File: config.mk
export PLATFORM = sky130hd
export DESIGN_NAME = adc_seq_ctrl
export DESIGN_NICKNAME = d
export VERILOG_FILES = /design/src/rtl/adc_seq_pkg.sv /design/src/rtl/adc_clk_gen.sv /design/src/rtl/adc_trig_sync.sv /design/src/rtl/adc_round_cmp.sv /design/src/rtl/adc_seq_ctrl.sv
export SDC_FILE = /design/constraint.sdc
export NUM_CORES = 1
export LEC_CHECK = 0
export CAP_MARGIN = 10
export CELL_PAD_IN_SITES_DETAIL_PLACEMENT = 0
export CELL_PAD_IN_SITES_GLOBAL_PLACEMENT = 1
export CORE_MARGIN = 5
export CORE_UTILIZATION = 40
export DETAILED_ROUTE_END_ITERATION = 8
export PLACE_DENSITY = 0.93
export SYNTH_ARGS = -nofsm -noshare
export SYNTH_HDL_FRONTEND = slang
export SYNTH_SLANG_ARGS = --single-unit
File: constraint.sdc
create_clock -name clk -period 6.55 [get_ports clk]
set_clock_uncertainty 0.2 [all_clocks]
set_input_delay 1.31 -clock clk [delete_from_list [all_inputs] [get_ports clk]]
set_output_delay 1.31 -clock clk [all_outputs]
set_load 0.005 [all_outputs]
File: src/rtl/adc_seq_pkg.sv
package adc_seq_pkg;

  typedef enum logic [1:0] {
    RES_12 = 2'd0,
    RES_10 = 2'd1,
    RES_8  = 2'd2,
    RES_12B = 2'd3
  } res_mode_e;

  typedef enum logic [1:0] {
    SRC_BUS   = 2'd0,
    SRC_HALF  = 2'd1,
    SRC_ALT   = 2'd2,
    SRC_ASYNC = 2'd3
  } clk_src_e;

  typedef struct packed {
    logic      cont;
    logic      hw_en;
    res_mode_e mode;
    logic      ien;
    logic      cmp_en;
    logic      cmp_gt;
    clk_src_e  clk_sel;
    logic [1:0] clk_div;
  } ctl_cfg_t;

endpackage

File: src/rtl/adc_clk_gen.sv
module adc_clk_gen
  import adc_seq_pkg::*;
#(
  parameter int DIV_W = 2
) (
  input  logic             clk,
  input  logic             rst_n,
  input  clk_src_e         sel,
  input  logic [DIV_W-1:0] div,
  input  logic             alt_tick,
  input  logic             async_tick,
  output logic             adck_tick
);
  localparam int CNT_W = (1 << DIV_W) - 1;

  logic             half_q;
  logic             src_tick;
  logic [CNT_W-1:0] cnt_q;
  logic [CNT_W-1:0] lim;

  always_ff @(posedge clk or negedge rst_n) begin
    if (!rst_n) half_q <= 1'b0;
    else        half_q <= ~half_q;
  end

  always_comb begin
    unique case (sel)
      SRC_BUS:   src_tick = 1'b1;
      SRC_HALF:  src_tick = half_q;
      SRC_ALT:   src_tick = alt_tick;
      default:   src_tick = async_tick;
    endcase
  end

  // thermometer limit: 2**div - 1
  always_comb begin
    lim = '0;
    for (int i = 0; i < CNT_W; i++) lim[i] = (i < int'(div));
  end

  always_ff @(posedge clk or negedge rst_n) begin
    if (!rst_n) begin
      cnt_q     <= '0;
      adck_tick <= 1'b0;
    end else begin
      adck_tick <= 1'b0;
      if (src_tick) begin
        if (cnt_q >= lim) begin
          cnt_q     <= '0;
          adck_tick <= 1'b1;
        end else begin
          cnt_q <= cnt_q + 1'b1;
        end
      end
    end
  end
endmodule

File: src/rtl/adc_trig_sync.sv
module adc_trig_sync #(
  parameter int STAGES = 2
) (
  input  logic clk,
  input  logic rst_n,
  input  logic din,
  output logic rise
);
  logic [STAGES:0] sh_q;

  always_ff @(posedge clk or negedge rst_n) begin
    if (!rst_n) sh_q <= '0;
    else        sh_q <= {sh_q[STAGES-1:0], din};
  end

  assign rise = sh_q[STAGES-1] & ~sh_q[STAGES];
endmodule

File: src/rtl/adc_round_cmp.sv
module adc_round_cmp
  import adc_seq_pkg::*;
#(
  parameter int RAW_W = 12
) (
  input  logic [RAW_W-1:0] raw,
  input  res_mode_e        mode,
  input  logic             cmp_en,
  input  logic             cmp_gt,
  input  logic [RAW_W-1:0] cmp_val,
  output logic [RAW_W-1:0] res,
  output logic             keep
);
  localparam int D10 = RAW_W - 10;
  localparam int D8  = RAW_W - 8;

  logic [RAW_W:0] sum10, sum8;
  logic [9:0]     r10;
  logic [7:0]     r8;

  always_comb begin
    sum10 = {1'b0, raw} + ((RAW_W+1)'(1) << (D10 - 1));
    sum8  = {1'b0, raw} + ((RAW_W+1)'(1) << (D8 - 1));
    r10   = sum10[RAW_W] ? '1 : sum10[RAW_W-1:D10];
    r8    = sum8[RAW_W]  ? '1 : sum8[RAW_W-1:D8];
    unique case (mode)
      RES_10:  res = RAW_W'(r10);
      RES_8:   res = RAW_W'(r8);
      default: res = raw;
    endcase
    if (!cmp_en)     keep = 1'b1;
    else if (cmp_gt) keep = (res > cmp_val);
    else             keep = (res < cmp_val);
  end
endmodule

File: src/rtl/adc_seq_ctrl.sv
module adc_seq_ctrl
  import adc_seq_pkg::*;
#(
  parameter int RAW_W       = 12,
  parameter int SYNC_STAGES = 2,
  parameter int DIV_W       = 2
) (
  input  logic             clk,
  input  logic             rst_n,
  input  logic             ctl_wr,
  input  logic             ctl_cont,
  input  logic             ctl_hw_en,
  input  logic [1:0]       ctl_mode,
  input  logic             ctl_ien,
  input  logic             ctl_cmp_en,
  input  logic             ctl_cmp_gt,
  input  logic [1:0]       ctl_clk_sel,
  input  logic [DIV_W-1:0] ctl_clk_div,
  input  logic [RAW_W-1:0] cmp_val,
  input  logic             hw_trig,
  input  logic             alt_tick,
  input  logic             async_tick,
  output logic             adck_tick,
  output logic             core_start,
  input  logic             core_done,
  input  logic [RAW_W-1:0] core_result,
  output logic             res_valid,
  input  logic             res_ready,
  output logic [RAW_W-9:0] res_hi,
  output logic [7:0]       res_lo,
  output logic             irq,
  output logic             busy
);
  localparam int HI_W = RAW_W - 8;

  ctl_cfg_t         cfg_q;
  ctl_cfg_t         cfg_new;
  logic             trig_rise;
  logic [RAW_W-1:0] rnd_res;
  logic             rnd_keep;
  logic             accept;

  assign cfg_new = '{cont: ctl_cont, hw_en: ctl_hw_en, mode: res_mode_e'(ctl_mode),
                     ien: ctl_ien, cmp_en: ctl_cmp_en, cmp_gt: ctl_cmp_gt,
                     clk_sel: clk_src_e'(ctl_clk_sel), clk_div: 2'(ctl_clk_div)};

  adc_clk_gen #(.DIV_W(DIV_W)) u_clk (
    .clk(clk), .rst_n(rst_n), .sel(cfg_q.clk_sel), .div(DIV_W'(cfg_q.clk_div)),
    .alt_tick(alt_tick), .async_tick(async_tick), .adck_tick(adck_tick)
  );

  adc_trig_sync #(.STAGES(SYNC_STAGES)) u_sync (
    .clk(clk), .rst_n(rst_n), .din(hw_trig), .rise(trig_rise)
  );

  adc_round_cmp #(.RAW_W(RAW_W)) u_rnd (
    .raw(core_result), .mode(cfg_q.mode), .cmp_en(cfg_q.cmp_en),
    .cmp_gt(cfg_q.cmp_gt), .cmp_val(cmp_val), .res(rnd_res), .keep(rnd_keep)
  );

  assign accept = core_done && busy && !ctl_wr;

  always_ff @(posedge clk or negedge rst_n) begin
    if (!rst_n) begin
      cfg_q      <= '0;
      busy       <= 1'b0;
      core_start <= 1'b0;
      res_valid  <= 1'b0;
      res_hi     <= '0;
      res_lo     <= '0;
    end else if (ctl_wr) begin
      cfg_q      <= cfg_new;
      busy       <= !cfg_new.hw_en;
      core_start <= !cfg_new.hw_en;
      res_valid  <= 1'b0;
    end else begin
      core_start <= 1'b0;
      if (res_valid && res_ready) res_valid <= 1'b0;
      if (accept) begin
        if (rnd_keep) begin
          res_valid <= 1'b1;
          res_lo    <= rnd_res[7:0];
          if (cfg_q.mode != RES_8) res_hi <= rnd_res[RAW_W-1:8];
        end
        if (cfg_q.cont) core_start <= 1'b1;
        else            busy       <= 1'b0;
      end else if (!busy && cfg_q.hw_en && trig_rise) begin
        busy       <= 1'b1;
        core_start <= 1'b1;
      end
    end
  end

  assign irq = res_valid && cfg_q.ien;

  if (HI_W < 2) begin : g_width_guard
    initial $error("RAW_W must be at least 10");
  end
endmodule

==> impl_metrics.py, run 1 <==
metrics = {
    "outcome": {
        "status": "completed",
    },
    "clock_tree": {
        "htree_num_levels": 2,
        "cts_tree": "yes",
        "cts.sinks": 34,
        "clk_latency_ps": 280,
        "cts_made_buffers": 5,
        "cts.path.max_buffers": 2,
        "clk_pin_slew_ps": 70,
        "cts_resized": 0,
        "cts_setup_buffers": 0,
        "cts-root-buf": "clkbuf_8",
        "hold_buffers": 0,
    },
    "power_and_ir_drop": {
        "p_per_area_nw_per_um2": 245,
        "irDropWorstVdd_mv": 0.159,
        "leakage_uw": 0.00139,
    },
    "sta": {
        "tightest_slew_ps": 845,
        "maxSlewHeadroom_pct": 43.5,
        "tns_ps": 0,
        "fin_ws_ps": 1350,
        "hold_viol_final": 0,
        "setup_viol": 0,
        "final_max_slew_viol_count": 0,
        "fin_crit_sh_pct": 79.4,
        "min_period_ps": 5200,
        "rsz0062_at_grt": "no",
        "fmax_ghz": 0.192,
    },
    "die": {
        "core-area_sq_um": 5610,
        "row_count": 27,
        "pin_count": 60,
        "start_util_pct": 41.8,
        "die_area_sq_um": 7500,
        "die_w_um": 86.6,
        "dieHeight_um": 86.6,
    },
    "synthesis": {
        "synth_largest_area_cell": "dfrtp_1",
        "synth_area_leaders": "dfrtp_1, mux2_2, ha_1, nand2_1, a21oi_1",
        "yosysUniqueCellTypes": 39,
        "synth_area_sq_um": 2350,
        "yosysTopAreaCellShare_pct": 36.3,
        "synthesis.nets": 307,
        "netlist_instances": 243,
        "ys_warn_count": 0,
        "yosysSeqAreaShare_pct": 36.3,
        "avgSynthCellArea_sq_um": 9.65,
        "synth-edff-count": 0,
        "synth-seq-cells": 34,
        "async_flop_share_pct": 100,
        "ys.flop_type": "dfrtp_1",
    },
    "setup_path": {
        "critical_path_class": "in2reg",
        "cp-end-kind": "register",
        "critPathMaxFanout": 9,
        "cp-start-kind": "primary input",
        "arrival_ps": 5170,
        "worst_ep_required_time_ps": 6520,
    },
    "placement": {
        "numPortBuffers": 59,
        "dp.cells": 369,
        "gp_congestion": 0.874,
        "hpwl_mm": 4.46,
        "dp_slack_ps": 1080,
        "postPlaceCellArea_sq_um": 3010,
    },
    "detailed_routing": {
        "drt_iter0_drc": 51,
        "totalWireLength_mm": 5.54,
        "dr.pass1.iters": 4,
        "vias_per_cell": 5.16,
        "num_vias": 1944,
        "detail-route-antenna-nets": 0,
        "drc": 0,
        "routedWlPerCell_um": 14.7,
    },
    "global_route": {
        "grt_pass1_wl_mm": 9.12,
        "grtUsageTotal_pct": 15.2,
        "grt_pass1_vias": 1962,
        "grt_max_degree": 35,
        "grt_overflow": 0,
        "antenna_found_initial": 0,
    },
    "hold_path": {
        "hp-class": "reg2reg",
    },
    "cells_and_area": {
        "fillers": 536,
        "syn_to_final_growth_pct": 32.0,
        "drive_gt1_share_pct": 12.8,
        "fin_area_sq_um": 3100,
        "num-nets-final": 368,
        "fin_cells": 377,
        "postLayoutCoreUtil_pct": 55.2,
        "n_antenna_cell": 0,
    },
    "run": {
        "drv_cap": 0,
    },
}
cell type report:
type                    instances  area (sq um)  area share, %
well taps                      72          90.1           2.91
inverters                      22          82.6           2.67
clock inverters                 1          5.00          0.162
repair buffers                 60           598           19.3
clock buffers                   7          86.3           2.79
flip-flops and latches         34           851           27.5
multi-input cells             181          1380           44.7
path summary, 6_finish.rpt:
kind,cells past startpoint,endpoint,slack (ps),start
max in group asynchronous,2,cfg_q[9],4620,rst_n
min in group asynchronous,2,u_clk.cnt_q[1],1220,rst_n
min,0,u_sync.sh_q[1],150,u_sync.sh_q[0]
max,13,res_hi[2],1350,core_result[5]
min reg2reg,0,u_sync.sh_q[1],150,u_sync.sh_q[0]
max reg2reg,11,res_hi[2],2660,cfg_q[7]
cell usage after synthesis (2+ instances only):
cell and number:
a21oi_1 17, o22ai_1 2, nand2b_1 6, and3_1 3, ha_1 21, and2_1 3
nand4_1 7, nor3_1 6, nor2_1 9, nand2_1 23, mux2i_1 8, xnor2_1 4
nand3_1 7, clkbuf_1 2, inv_1 22, a211o_1 4, xor2_1 3, dfrtp_1 34
o21ai_0 14, a21o_1 5, mux2_2 25
metrics by stage:
step	power [uW]	hold slack, ps
floorplan	451	131
global placement	601	133
detailed placement	608	141
CTS	769	156
global route	813	165
finish	758	155
kinds of logic (layout without fill, tap and decap cells):
family	count (synthesis)	in the layout	share of synthesized area (%)
buffers and inverters	28	90	4.75
DFF	34	34	36.3
AOI/OAI and AO/OA	50	50	14.2
and+or+nand+nor	69	69	14.9
muxes	34	34	16.1
xor gates and xnor gates	7	7	2.61
adders and majority gates	21	21	11.2
state kept, by name (all words and copies together), names as in the netlist:
signal and cells:
cfg_q 11, res_lo 8, res_hi 4, u_clk.cnt_q 3, u_sync.sh_q 3, busy 1, core_start 1, res_valid 1
u_clk.adck_tick 1, u_clk.half_q 1
critical path, cell delays in order:
cell and delay [ps]:
clkdlybuf4s50_1 670, nand3_1 230, nor3_1 500, nand2_1 250, a21oi_1 170, a211o_1 130
ha_1 240, nor2b_4 130, o211ai_2 140, a211oi_2 110, a2111oi_4 430, mux2i_1 450
mux2_2 390
power by group:
group / switching, uW / internal [uW]
Clock: 72.8 / 84.7
Combinational: 123 / 181
Sequential: 32.5 / 264
routing by layer:
layer,share of wire (%),GRT usage [%],up-vias
met5,0,0,-
met4,1.3,4.82,0
met3,6.8,3.80,8
met2,49,26.6,53
met1,43,18.3,899
li1,-,-,984
placed cells by master (no fill, tap or decap), types with 2 or more instances in the layout:
cell and instances:
nor3_1 6, nand2b_1 6, and2_1 3, clkbuf_8 6
nand4_1 7, ha_1 21, nand3_1 7, inv_1 22
nand2_1 23, o21ai_0 14, nor2_1 9, xor2_1 3
dfrtp_1 34, o22ai_1 2, mux2i_1 8, a211o_1 4
a21oi_1 17, mux2_2 25, clkdlybuf4s50_1 59, a21o_1 5
and3_1 3, xnor2_1 4
Power figures use the tool's default switching activity.
==> inputs of run 2 (changes only) <==
CORE_UTILIZATION = 37   (was 40)
PLACE_DENSITY = 0.88   (was 0.93)
clock period = 5.2 ns   (was 6.55 ns; I/O delays follow)
==> run 2 against run 1 <==
Final cell count rose by 2.7%. Final area rose by 1.4%. Sequential power rose by 26%. Sequential share of layout area fell by 0.38 points. Global-route usage fell by 0.29 points. Clock-buffer cell count did not move. Non-clock buffer count rose by 5. First-iteration DRC count rose by 33%. Critical endpoint is now res_hi[3]. Largest power group unchanged. Worst hold slack improved by 6.7 ps. Core utilization fell by 4.9 points.
==> impl_metrics.py, run 2 (synthesized netlist as in run 1, its figures left out) <==
metrics = {
    "outcome": {
        "status": "completed",
    },
    "sta": {
        "setup_viol": 0,
        "hold_ws_ps": 162,
        "tns_ps": 0,
        "fin_crit_sh_pct": 91.6,
        "rsz0062_at_grt": "no",
        "hold_viol_final": 0,
        "tightest_slew_ps": 779,
        "maxSlewHeadroom_pct": 47.9,
        "fmax_ghz": 0.210,
        "min_period_ps": 4760,
        "final_max_slew_viol_count": 0,
    },
    "setup_path": {
        "worst_ep_required_time_ps": 5170,
        "critPathMaxFanout": 8,
        "slowest_delay_ps": 640,
        "critical_path_class": "in2reg",
        "cp_cell_sequence": "clkdlybuf4s50_1 > ha_1 > nand2_1 > nor3_1 > mux2i_1 > nor2_1 > a211o_1 > ha_1 > a21oi_1 > a21oi_1 > a2111oi_4 > mux2i_1 > mux2_2",
        "arrival_ps": 4730,
        "cp-end-kind": "register",
        "crit_path_top_delay_cell": "clkdlybuf4s50_1",
        "cp-start-kind": "primary input",
    },
    "die": {
        "row_count": 29,
        "die_area_sq_um": 8030,
        "dieHeight_um": 89.6,
        "pin_count": 60,
        "core-area_sq_um": 6240,
        "start_util_pct": 37.6,
        "die_w_um": 89.6,
    },
    "clock_tree": {
        "hold_buffers": 0,
        "cts_resized": 0,
        "cts_made_buffers": 5,
        "cts-root-buf": "clkbuf_8",
        "htree_num_levels": 2,
        "clk_latency_ps": 280,
        "cts_tree": "yes",
        "cts.sinks": 34,
        "cts.path.max_buffers": 2,
        "cts_setup_buffers": 0,
        "clk_pin_slew_ps": 70,
    },
    "placement": {
        "dp.cells": 379,
        "gp_congestion": 0.823,
        "hpwl_mm": 4.49,
        "numPortBuffers": 59,
    },
    "power_and_ir_drop": {
        "leakage_uw": 0.00141,
        "irDropWorstVdd_mv": 0.202,
        "p_per_area_nw_per_um2": 304,
    },
    "cells_and_area": {
        "fin_cells": 387,
        "largest_register_ffs": 11,
        "layout_common_cells": "clkdlybuf4s50_1, dfrtp_1, mux2_2",
        "layout_commonest_cell": "clkdlybuf4s50_1",
        "regMostFlops": "cfg_q",
        "syn_to_final_growth_pct": 33.9,
        "reg.largest.list": "cfg_q x11, res_lo x8, res_hi x4",
        "n_antenna_cell": 0,
        "num-nets-final": 373,
        "fillers": 601,
        "drive_gt1_share_pct": 14.2,
    },
    "global_route": {
        "grt_pass1_vias": 2008,
        "grtUsageTotal_pct": 14.9,
        "grt_max_degree": 35,
        "grt_pass1_wl_mm": 9.25,
        "antenna_found_initial": 0,
        "grt_overflow": 0,
    },
    "detailed_routing": {
        "drc": 0,
        "drt_iter0_drc": 68,
        "dr.pass1.iters": 4,
        "vias_per_cell": 5.14,
        "totalWireLength_mm": 5.63,
        "detail-route-antenna-nets": 0,
        "routedWlPerCell_um": 14.5,
        "num_vias": 1990,
    },
    "run": {
        "drv_cap": 0,
    },
    "hold_path": {
        "hp-class": "reg2reg",
    },
}
==> run 2: routing by layer <==
metal	vias up	global-route usage [%]	share of wire (%)
met5	-	0	0
met4	0	4.47	1.3
met3	7	4.11	6.8
met2	49	25.9	50
met1	939	17.9	42
li1	995	-	-
==> run 2: power breakdown <==
part | internal (uW) | leakage [uW] | switching [uW]
clock network | 107 | 0.0000482 | 90.4
registers | 332 | 0.000414 | 40.5
logic | 230 | 0.000951 | 154
==> run 2: worst max-delay path: cells and delay by family <==
kind	cells	cell delay (ps)
multiplexers	3	1070
AO/OA/AOI/OAI	4	950
buffers and inverters	1	640
adder cells (fa/ha/maj)	2	590
AND/OR/NAND/NOR	3	450
==> run 2: path summary, 6_finish.rpt <==
kind | startpoint | to | slack, ps | depth (start not counted)
min in group asynchronous | rst_n | res_lo[7] | 960 | 2
worst max register to register | cfg_q[7] | res_hi[3] | 1240 | 11
max in group asynchronous | rst_n | res_lo[0] | 3550 | 2
worst min-delay path | u_sync.sh_q[0] | u_sync.sh_q[1] | 160 | 0
worst min register to register | u_sync.sh_q[0] | u_sync.sh_q[1] | 160 | 0
worst max-delay path | core_result[3] | res_hi[3] | 440 | 13
==> run 2: cell type report <==
type / count / area, sq um / share of cell area, %
multi-input combinational: 181 / 1380 / 44.1
sequential: 34 / 851 / 27.1
clock inverter: 1 / 5.00 / 0.159
clock buffer: 7 / 86.3 / 2.75
inverter: 22 / 82.6 / 2.63
tap: 77 / 96.3 / 3.07
timing repair buffer: 65 / 636 / 20.2
==> run 2: per-stage QoR <==
step	worst slack, ps	area (sq um)	total power, uW	util, %
after detailed placement	167	3050	766	48.9
after global placement	215	3050	758	48.9
final	439	3140	953	50.3
after floorplan	987	2350	568	-
after global routing	227	3140	1030	50.3
after CTS	475	3140	969	50.3
